--- src/rtl/mbx_pkg.sv ---
package mbx_pkg;
    typedef enum logic {
        FLAG_IDLE   = 1'b0,
        FLAG_RAISED = 1'b1
    } flag_state_t;

    typedef struct packed {
        logic set_peer;
        logic clr_own;
    } port_evt_t;
endpackage

--- src/rtl/mbx_port_decode.sv ---
module mbx_port_decode
    import mbx_pkg::*;
#(
    parameter int          AW       = 14,
    parameter logic [AW-1:0] OWN_BOX  = '1,
    parameter logic [AW-1:0] PEER_BOX = '1
) (
    input  logic          en_n,
    input  logic          wr_n,
    input  logic          oe_n,
    input  logic [AW-1:0] addr,
    input  logic          busy_n,
    output port_evt_t     evt
);
    logic granted;
    logic is_write;
    logic is_read;

    always_comb begin
        granted      = ~en_n & busy_n;
        is_write     = ~wr_n;
        is_read      = wr_n & ~oe_n;
        evt.set_peer = granted & is_write & (addr == PEER_BOX);
        evt.clr_own  = granted & is_read  & (addr == OWN_BOX);
    end
endmodule

--- src/rtl/mbx_flag_fsm.sv ---
module mbx_flag_fsm
    import mbx_pkg::*;
(
    input  logic clk,
    input  logic rst,
    input  logic raise,
    input  logic take,
    output logic irq_n
);
    flag_state_t state_q;
    flag_state_t state_d;

    always_comb begin
        state_d = state_q;
        unique case (state_q)
            FLAG_IDLE:   if (raise)         state_d = FLAG_RAISED;
            FLAG_RAISED: if (take && !raise) state_d = FLAG_IDLE;
            default:                        state_d = FLAG_IDLE;
        endcase
    end

    always_ff @(posedge clk) begin
        if (rst) state_q <= FLAG_IDLE;
        else     state_q <= state_d;
    end

    always_comb begin
        irq_n = (state_q != FLAG_RAISED);
    end
endmodule

--- src/rtl/mbx_irq_ctrl.sv ---
module mbx_irq_ctrl
    import mbx_pkg::*;
#(
    parameter int AW = 14
) (
    input  logic          clk,
    input  logic          rst,
    input  logic          lft_en_n,
    input  logic          lft_wr_n,
    input  logic          lft_oe_n,
    input  logic [AW-1:0] lft_addr,
    input  logic          lft_busy_n,
    input  logic          rgt_en_n,
    input  logic          rgt_wr_n,
    input  logic          rgt_oe_n,
    input  logic [AW-1:0] rgt_addr,
    input  logic          rgt_busy_n,
    output logic          lft_irq_n,
    output logic          rgt_irq_n
);
    localparam int          NPORT   = 2;
    localparam logic [AW-1:0] RGT_BOX = {AW{1'b1}};
    localparam logic [AW-1:0] LFT_BOX = {{(AW-1){1'b1}}, 1'b0};

    logic [NPORT-1:0]         en_n;
    logic [NPORT-1:0]         wr_n;
    logic [NPORT-1:0]         oe_n;
    logic [NPORT-1:0]         busy_n;
    logic [NPORT-1:0][AW-1:0] addr;
    logic [NPORT-1:0]         irq_n;
    port_evt_t                evt [NPORT];

    always_comb begin
        en_n   = {rgt_en_n,   lft_en_n};
        wr_n   = {rgt_wr_n,   lft_wr_n};
        oe_n   = {rgt_oe_n,   lft_oe_n};
        busy_n = {rgt_busy_n, lft_busy_n};
        addr   = {rgt_addr,   lft_addr};
    end

    for (genvar i = 0; i < NPORT; i++) begin : g_port
        localparam logic [AW-1:0] OWN  = (i == 0) ? LFT_BOX : RGT_BOX;
        localparam logic [AW-1:0] PEER = (i == 0) ? RGT_BOX : LFT_BOX;

        mbx_port_decode #(
            .AW       (AW),
            .OWN_BOX  (OWN),
            .PEER_BOX (PEER)
        ) u_dec (
            .en_n   (en_n[i]),
            .wr_n   (wr_n[i]),
            .oe_n   (oe_n[i]),
            .addr   (addr[i]),
            .busy_n (busy_n[i]),
            .evt    (evt[i])
        );

        mbx_flag_fsm u_flag (
            .clk   (clk),
            .rst   (rst),
            .raise (evt[NPORT-1-i].set_peer),
            .take  (evt[i].clr_own),
            .irq_n (irq_n[i])
        );
    end

    assign lft_irq_n = irq_n[0];
    assign rgt_irq_n = irq_n[1];
endmodule

--- config.mk ---
export PLATFORM = sky130hd
export DESIGN_NAME = mbx_irq_ctrl
export DESIGN_NICKNAME = d
export VERILOG_FILES = /design/src/rtl/mbx_pkg.sv /design/src/rtl/mbx_port_decode.sv /design/src/rtl/mbx_flag_fsm.sv /design/src/rtl/mbx_irq_ctrl.sv
export SDC_FILE = /design/constraint.sdc
export NUM_CORES = 1
export LEC_CHECK = 0
export BUFFER_PORTS_ARGS = -buffer_cell sky130_fd_sc_hd__buf_2
export CAP_MARGIN = 40
export CORE_AREA = 8 8 45 47
export DETAILED_ROUTE_END_ITERATION = 8
export DIE_AREA = 0 0 53 55
export PLACE_DENSITY = 0.59
export RECOVER_POWER = 100
export SLEW_MARGIN = 20
export SYNTH_ARGS = -nofsm -noshare
export SYNTH_HDL_FRONTEND = slang
export SYNTH_SLANG_ARGS = --single-unit
export TNS_END_PERCENT = 100
--- constraint.sdc ---
create_clock -name clk -period 1.18 [get_ports clk]
set_clock_uncertainty 0.15 [all_clocks]
set_input_delay 0.236 -clock clk [delete_from_list [all_inputs] [get_ports clk]]
set_output_delay 0.236 -clock clk [all_outputs]
set_load 0.02 [all_outputs]
==> reports/metrics.cfg, run 1 <==
[run_status]
status = finished clean

[sta]
tns_ns = 0
rsz0062_at_grt = no
slew_headroom = 0.7680
slew_violations = 0
tightestPinTransition_ns = 0.3448
hold_violations = 0
fin_crit_sh = 0.9477
layout_setup_ws_ns = 0.06166
fmax_mhz = 894.2
setup_violations = 0
min_period_ns = 1.118

[route]
wirelength_microns = 985
ant_nets = 0
firstDrtPassIters = 1
first_iter_violations = 0
route.detailed.drc = 0
vias_per_cell = 4.402
post_drt_wl_per_cell_microns = 12.01
dr_total_vias = 361

[clock_tree]
cts_made_buffers = 3
htree_levels = 1
cts_setup_buffers = 0
cts-resized-gates = 0
cts_tree = built
clock-sinks = 2
root_buffer = clkbuf_4
clk_latency_ns = 0.22
clk_path_buf_depth = 2
cts.hold.buffers_added = 0
cts.clk_slew.worst_paths_ns = 0.03

[logic_synthesis]
synthXorXnorAreaFrac = 0
ys_types = 14
synth_top_cell_by_area = dfxtp_1
synth_top_family_by_area = simple AND/OR/NAND/NOR gates
yosys-top-cells-area = dfxtp_1 24%, nand4_1 18%, nor4_2 7.4%
synth_warnings = 0
muxShareOfSynthArea = 0
synth_area_per_cell_sq_um = 7.735
synth_area_sq_um = 170.2
synth_compound_area_frac = 0.1397
synth_fa_ha_area_frac = 0
synth_seq_cells = 2
yosys.area_share.simple = 0.5809
ys_seq_area_frac = 0.2353
syn-num-nets = 60
syn_inst = 22
synth.top_cell.area_share = 0.2353

[place]
gp_congestion = 0.6910
io_buffers = 39
dpl_worst_slack_ns = -0.2050

[floorplan]
ios = 40
die_area_sq_um = 2915
die_height_microns = 55
std_cell_rows = 14
initial_utilization = 0.1230
core_area_sq_um = 1384
die_w_microns = 53

[worst_setup_path]
cp_max_fo = 2
worst_setup_path_end_kind = register
ff2ff_setup_slack_ns = 0.28
worstReg2RegEnd = g_port[0].u_flag.state_q$_SDFF_PP0_
crit_chain = buf_2 -> nand4_1 -> nor4_1 -> and4b_1 -> o31ai_1
timing.rr.start = g_port[0].u_flag.state_q$_SDFF_PP0_
critical-path-top-delay-family = simple AND/OR/NAND/NOR gates
crit_slowest_cell = nor4_1
arrival_ns = 1.08
critical_path.startpoint_type = input pin
path_depth = 5
cp_num_buf_inv = 1
crit_type = in2reg
critical_path.max_stage_delay_ns = 0.37
critPathRequiredTime_ns = 1.14
reg2reg_depth = 3

[global_route]
grtUsageTotal = 0.07096
overflow = 0
grt_max_degree = 5
grt_pass1_wl_microns = 1559
grt_pass1_vias = 401
antenna_found_initial = 0

[layout]
area_growth_pct = 150.0
multi_input_area_sq_um = 122.6
reg_top3 = g_port.u_flag.state_q: 2 flops
largest_reg_flops = 2
fillers = 184
largest-register = g_port.u_flag.state_q
ff_latch_area_sq_um = 40.04
final_nets = 106
drive_gt1_frac = 0.6818
final_util = 0.3074
num_antenna_cells = 0

[min_path]
min_path_type = in2reg
holdPathStages = 2
hold_start = rst
min_to = g_port[1].u_flag.state_q$_SDFF_PP0_

[run]
max_cap_viol_count = 0

[power]
ir_drop_uv = 385.2
p_leak_uw = 0.0002261
power_density_nw_per_um2 = 682.1

-- layout make-up --
| cell class | count | share of cell area |
|---|---|---|
| Timing Repair Buffer | 41 | 0.5000 |
| Tap cell | 16 | 0.04706 |
| Sequential cell | 2 | 0.09412 |
| Clock buffer | 3 | 0.05294 |
| Multi-Input combinational cell | 18 | 0.2882 |
| Inverter | 2 | 0.01765 |
-- per-layer routing --
metal  global-route usage  vias up  share of wire
met5                    0        -              0
met4                    0        0              0
met3              0.06417        0           0.18
met2               0.1348       25           0.53
met1              0.05606      156           0.29
li1                     -      180              -
-- worst max-delay path by stage --
stage                                         from  slack (ns)                             endpoint
2_1_floorplan                         rgt_addr[10]        0.01  g_port[1].u_flag.state_q$_SDFF_PP0_
6_report                               rgt_addr[6]        0.06  g_port[1].u_flag.state_q$_SDFF_PP0_
3_5_place_dp                           rgt_addr[6]       -0.20  g_port[1].u_flag.state_q$_SDFF_PP0_
5_1_grt        g_port[1].u_flag.state_q$_SDFF_PP0_        0.01                            rgt_irq_n
4_1_cts        g_port[1].u_flag.state_q$_SDFF_PP0_        0.03                            rgt_irq_n
3_3_place_gp                           rgt_addr[3]       -0.13  g_port[1].u_flag.state_q$_SDFF_PP0_
-- logic make-up (layout without fill, tap and decap cells) --
family                 Yosys count  count (layout)
flip-flops                       2               2
AND/OR/NAND/NOR                 15              15
buffers and inverters            2              46
AO/OA/AOI/OAI                    3               3
-- cell usage after synthesis --
library cell and count:
nand4_1 5, dfxtp_1 2, inv_1 2, nand3_1 2, nor2_1 2, a21o_1 1
a311oi_1 1, and4b_1 1, nand3b_1 1, nand4b_1 1, nor3_1 1, nor4_1 1
nor4_2 1, o31ai_1 1
-- power breakdown --
| group | internal, uW | total, uW | switching, uW |
|---|---|---|---|
| clock | 112 | 152 | 39.6 |
| combinational | 47.9 | 70.2 | 22.3 |
| sequential | 68.2 | 68.2 | 0.000246 |
| total | 228 | 290 | 61.9 |
-- through the flow --
step,power (uW),std cells,cell area [sq um],hold WS (ns)
2_1_floorplan,78.26,22,170.2,0.1861
3_3_place_gp,138.0,79,400.4,0.3126
3_5_place_dp,140.6,79,400.4,0.3263
4_1_cts,298.5,82,422.9,0.09243
5_1_grt,312.9,82,425.4,0.1138
6_report,290.2,82,425.4,0.09371
-- cell usage in the layout, fill, tap and decap left out, drive strengths merged --
cell type | synthesis | layout
a21o | 1 | 1
inv | 2 | 2
nand3 | 2 | 2
nand3b | 1 | 1
clkbuf | 0 | 4
buf | 0 | 40
a311oi | 1 | 1
nor4 | 2 | 2
nor3 | 1 | 1
nor2 | 2 | 2
dfxtp | 2 | 2
and4b | 1 | 1
nand4 | 5 | 5
o31ai | 1 | 1
nand4b | 1 | 1
No activity file was read; power rests on OpenSTA's default activity.
==> inputs of run 2 (changes only) <==
--- a/config.mk
+++ b/config.mk
@@ -10,7 +10,7 @@
 export CORE_AREA = 8 8 45 47
 export DETAILED_ROUTE_END_ITERATION = 8
 export DIE_AREA = 0 0 53 55
-export PLACE_DENSITY = 0.59
+export PLACE_DENSITY = 0.57
 export RECOVER_POWER = 100
 export SLEW_MARGIN = 20
 export SYNTH_ARGS = -nofsm -noshare
==> constraint.sdc (replaced) <==
create_clock -name clk -period 1.4 [get_ports clk]
set_clock_uncertainty 0.15 [all_clocks]
set_input_delay 0.28 -clock clk [delete_from_list [all_inputs] [get_ports clk]]
set_output_delay 0.28 -clock clk [all_outputs]
set_load 0.02 [all_outputs]
==> run 2 against run 1 <==
  * Die area unchanged
  * Combinational power is 16% lower
  * Critical path depth is 3 lower
  * Via count decreased by 4.2%
  * First-iteration DRC count grew 2
  * Critical path type is now reg2out
  * Critical endpoint is now rgt_irq_n
==> reports/metrics.cfg, run 2 (synthesis results as in run 1) <==
[route]
firstDrtPassIters = 4
route.detailed.drc = 0
vias_per_cell = 4.272
wirelength_microns = 921
first_iter_violations = 2
post_drt_wl_per_cell_microns = 11.37
ant_nets = 0
dr_total_vias = 346

[worst_setup_path]
crit_type = reg2out
worst_setup_path_end_kind = primary output
critPathRequiredTime_ns = 0.97
reg2reg_depth = 3
crit_slowest_cell = dfxtp_1
critical_path.startpoint_type = register
critical_path.max_stage_delay_ns = 0.28
arrival_ns = 0.82
crit_chain = inv_1 -> clkbuf_1
cp_max_fo = 2

[floorplan]
die_w_microns = 53
ios = 40
core_area_sq_um = 1384
die_height_microns = 55
initial_utilization = 0.1230
die_area_sq_um = 2915
std_cell_rows = 14

[place]
place_area_sq_um = 392.9
gp_congestion = 0.6912
io_buffers = 39
dpl_worst_slack_ns = -0.07965

[clock_tree]
htree_levels = 1
cts.clk_slew.worst_paths_ns = 0.03
clk_path_buf_depth = 2
cts-resized-gates = 0
cts_made_buffers = 3
root_buffer = clkbuf_4
cts_tree = built
cts.hold.buffers_added = 0
clk_latency_ns = 0.22
clock-sinks = 2
cts_setup_buffers = 0

[global_route]
grt_max_degree = 5
grt_pass1_wl_microns = 1483
grtUsageTotal = 0.06929
grt_pass1_vias = 380
antenna_found_initial = 0
overflow = 0

[layout]
area_growth_pct = 142.6
fin_area_sq_um = 412.9
drive_gt1_frac = 0.6462
final_nets = 105
final_cell_mix = 37 x buf_2, 5 x nand4_1, 3 x clkbuf_4
num_antenna_cells = 0
largest-register = g_port.u_flag.state_q
layout_commonest_cell = buf_2
reg_top3 = g_port.u_flag.state_q: 2 flops
largest_reg_flops = 2

[sta]
tightestPinTransition_ns = 0.2769
slew_headroom = 0.8139
setup_violations = 0
slew_violations = 0
rsz0062_at_grt = no
hold_violations = 0
fin_crit_sh = 0.8904
min_period_ns = 1.247
fmax_mhz = 802.2
layout_setup_ws_ns = 0.1534

[run_status]
status = finished clean

[power]
p_leak_uw = 0.0002152
ir_drop_uv = 190.4
power_uw = 242.9
power_density_nw_per_um2 = 588.3

[min_path]
holdPathStages = 2
min_path_type = in2reg

[run]
max_cap_viol_count = 0

run 2: cell count changes in the layout (fill, tap and decap cells not counted):
cell      change
buf_4         -2
clkbuf_2      -1
clkbuf_1      +2
run 2: worst paths after layout:
path / slack (ns) / to / from
max: 0.15 / rgt_irq_n / g_port[1].u_flag.state_q$_SDFF_PP0_
min: 0.15 / g_port[1].u_flag.state_q$_SDFF_PP0_ / rst
max reg2reg: 0.48 / g_port[0].u_flag.state_q$_SDFF_PP0_ / g_port[0].u_flag.state_q$_SDFF_PP0_
min reg2reg: 0.32 / g_port[1].u_flag.state_q$_SDFF_PP0_ / g_port[1].u_flag.state_q$_SDFF_PP0_
run 2: layout make-up:
cell class / count / area (sq um)
multi-input cells: 18 / 122.6
inverters: 2 / 7.507
well taps: 16 / 20.02
repair buffers: 40 / 200.2
fillers: 167 / 970.9
flip-flops and latches: 2 / 40.04
clock buffers: 3 / 22.52
run 2: routing by layer:
layer,global-route usage,vias to the layer above,share of wire
li1,-,178,-
met1,0.05598,143,0.36
met2,0.1133,25,0.46
met3,0.05348,0,0.17
met4,0.05172,0,0
met5,0,-,0
run 2: power by group:
part | switching (uW) | internal (uW)
logic | 18.6 | 40.4
registers | 0.000229 | 57.5
clock network | 31.9 | 94.5
run 2: stage by stage:
stage               utilization  hold slack (ns)  TNS [ns]  std cells
finish                   0.2984           0.1496         0         81
global route             0.2984           0.1321         0         81
CTS                      0.3002           0.1327         0         81
detailed placement       0.2839           0.3129   -0.1578         78
global placement         0.2839           0.3139   -0.1244         78
floorplan                     -           0.2301         0         22
run 2: worst max-delay path: cells and delay by family (launching register included):
kind,cells,cell delay (ns)
DFF,1,0.28
buffers and inverters,2,0.31
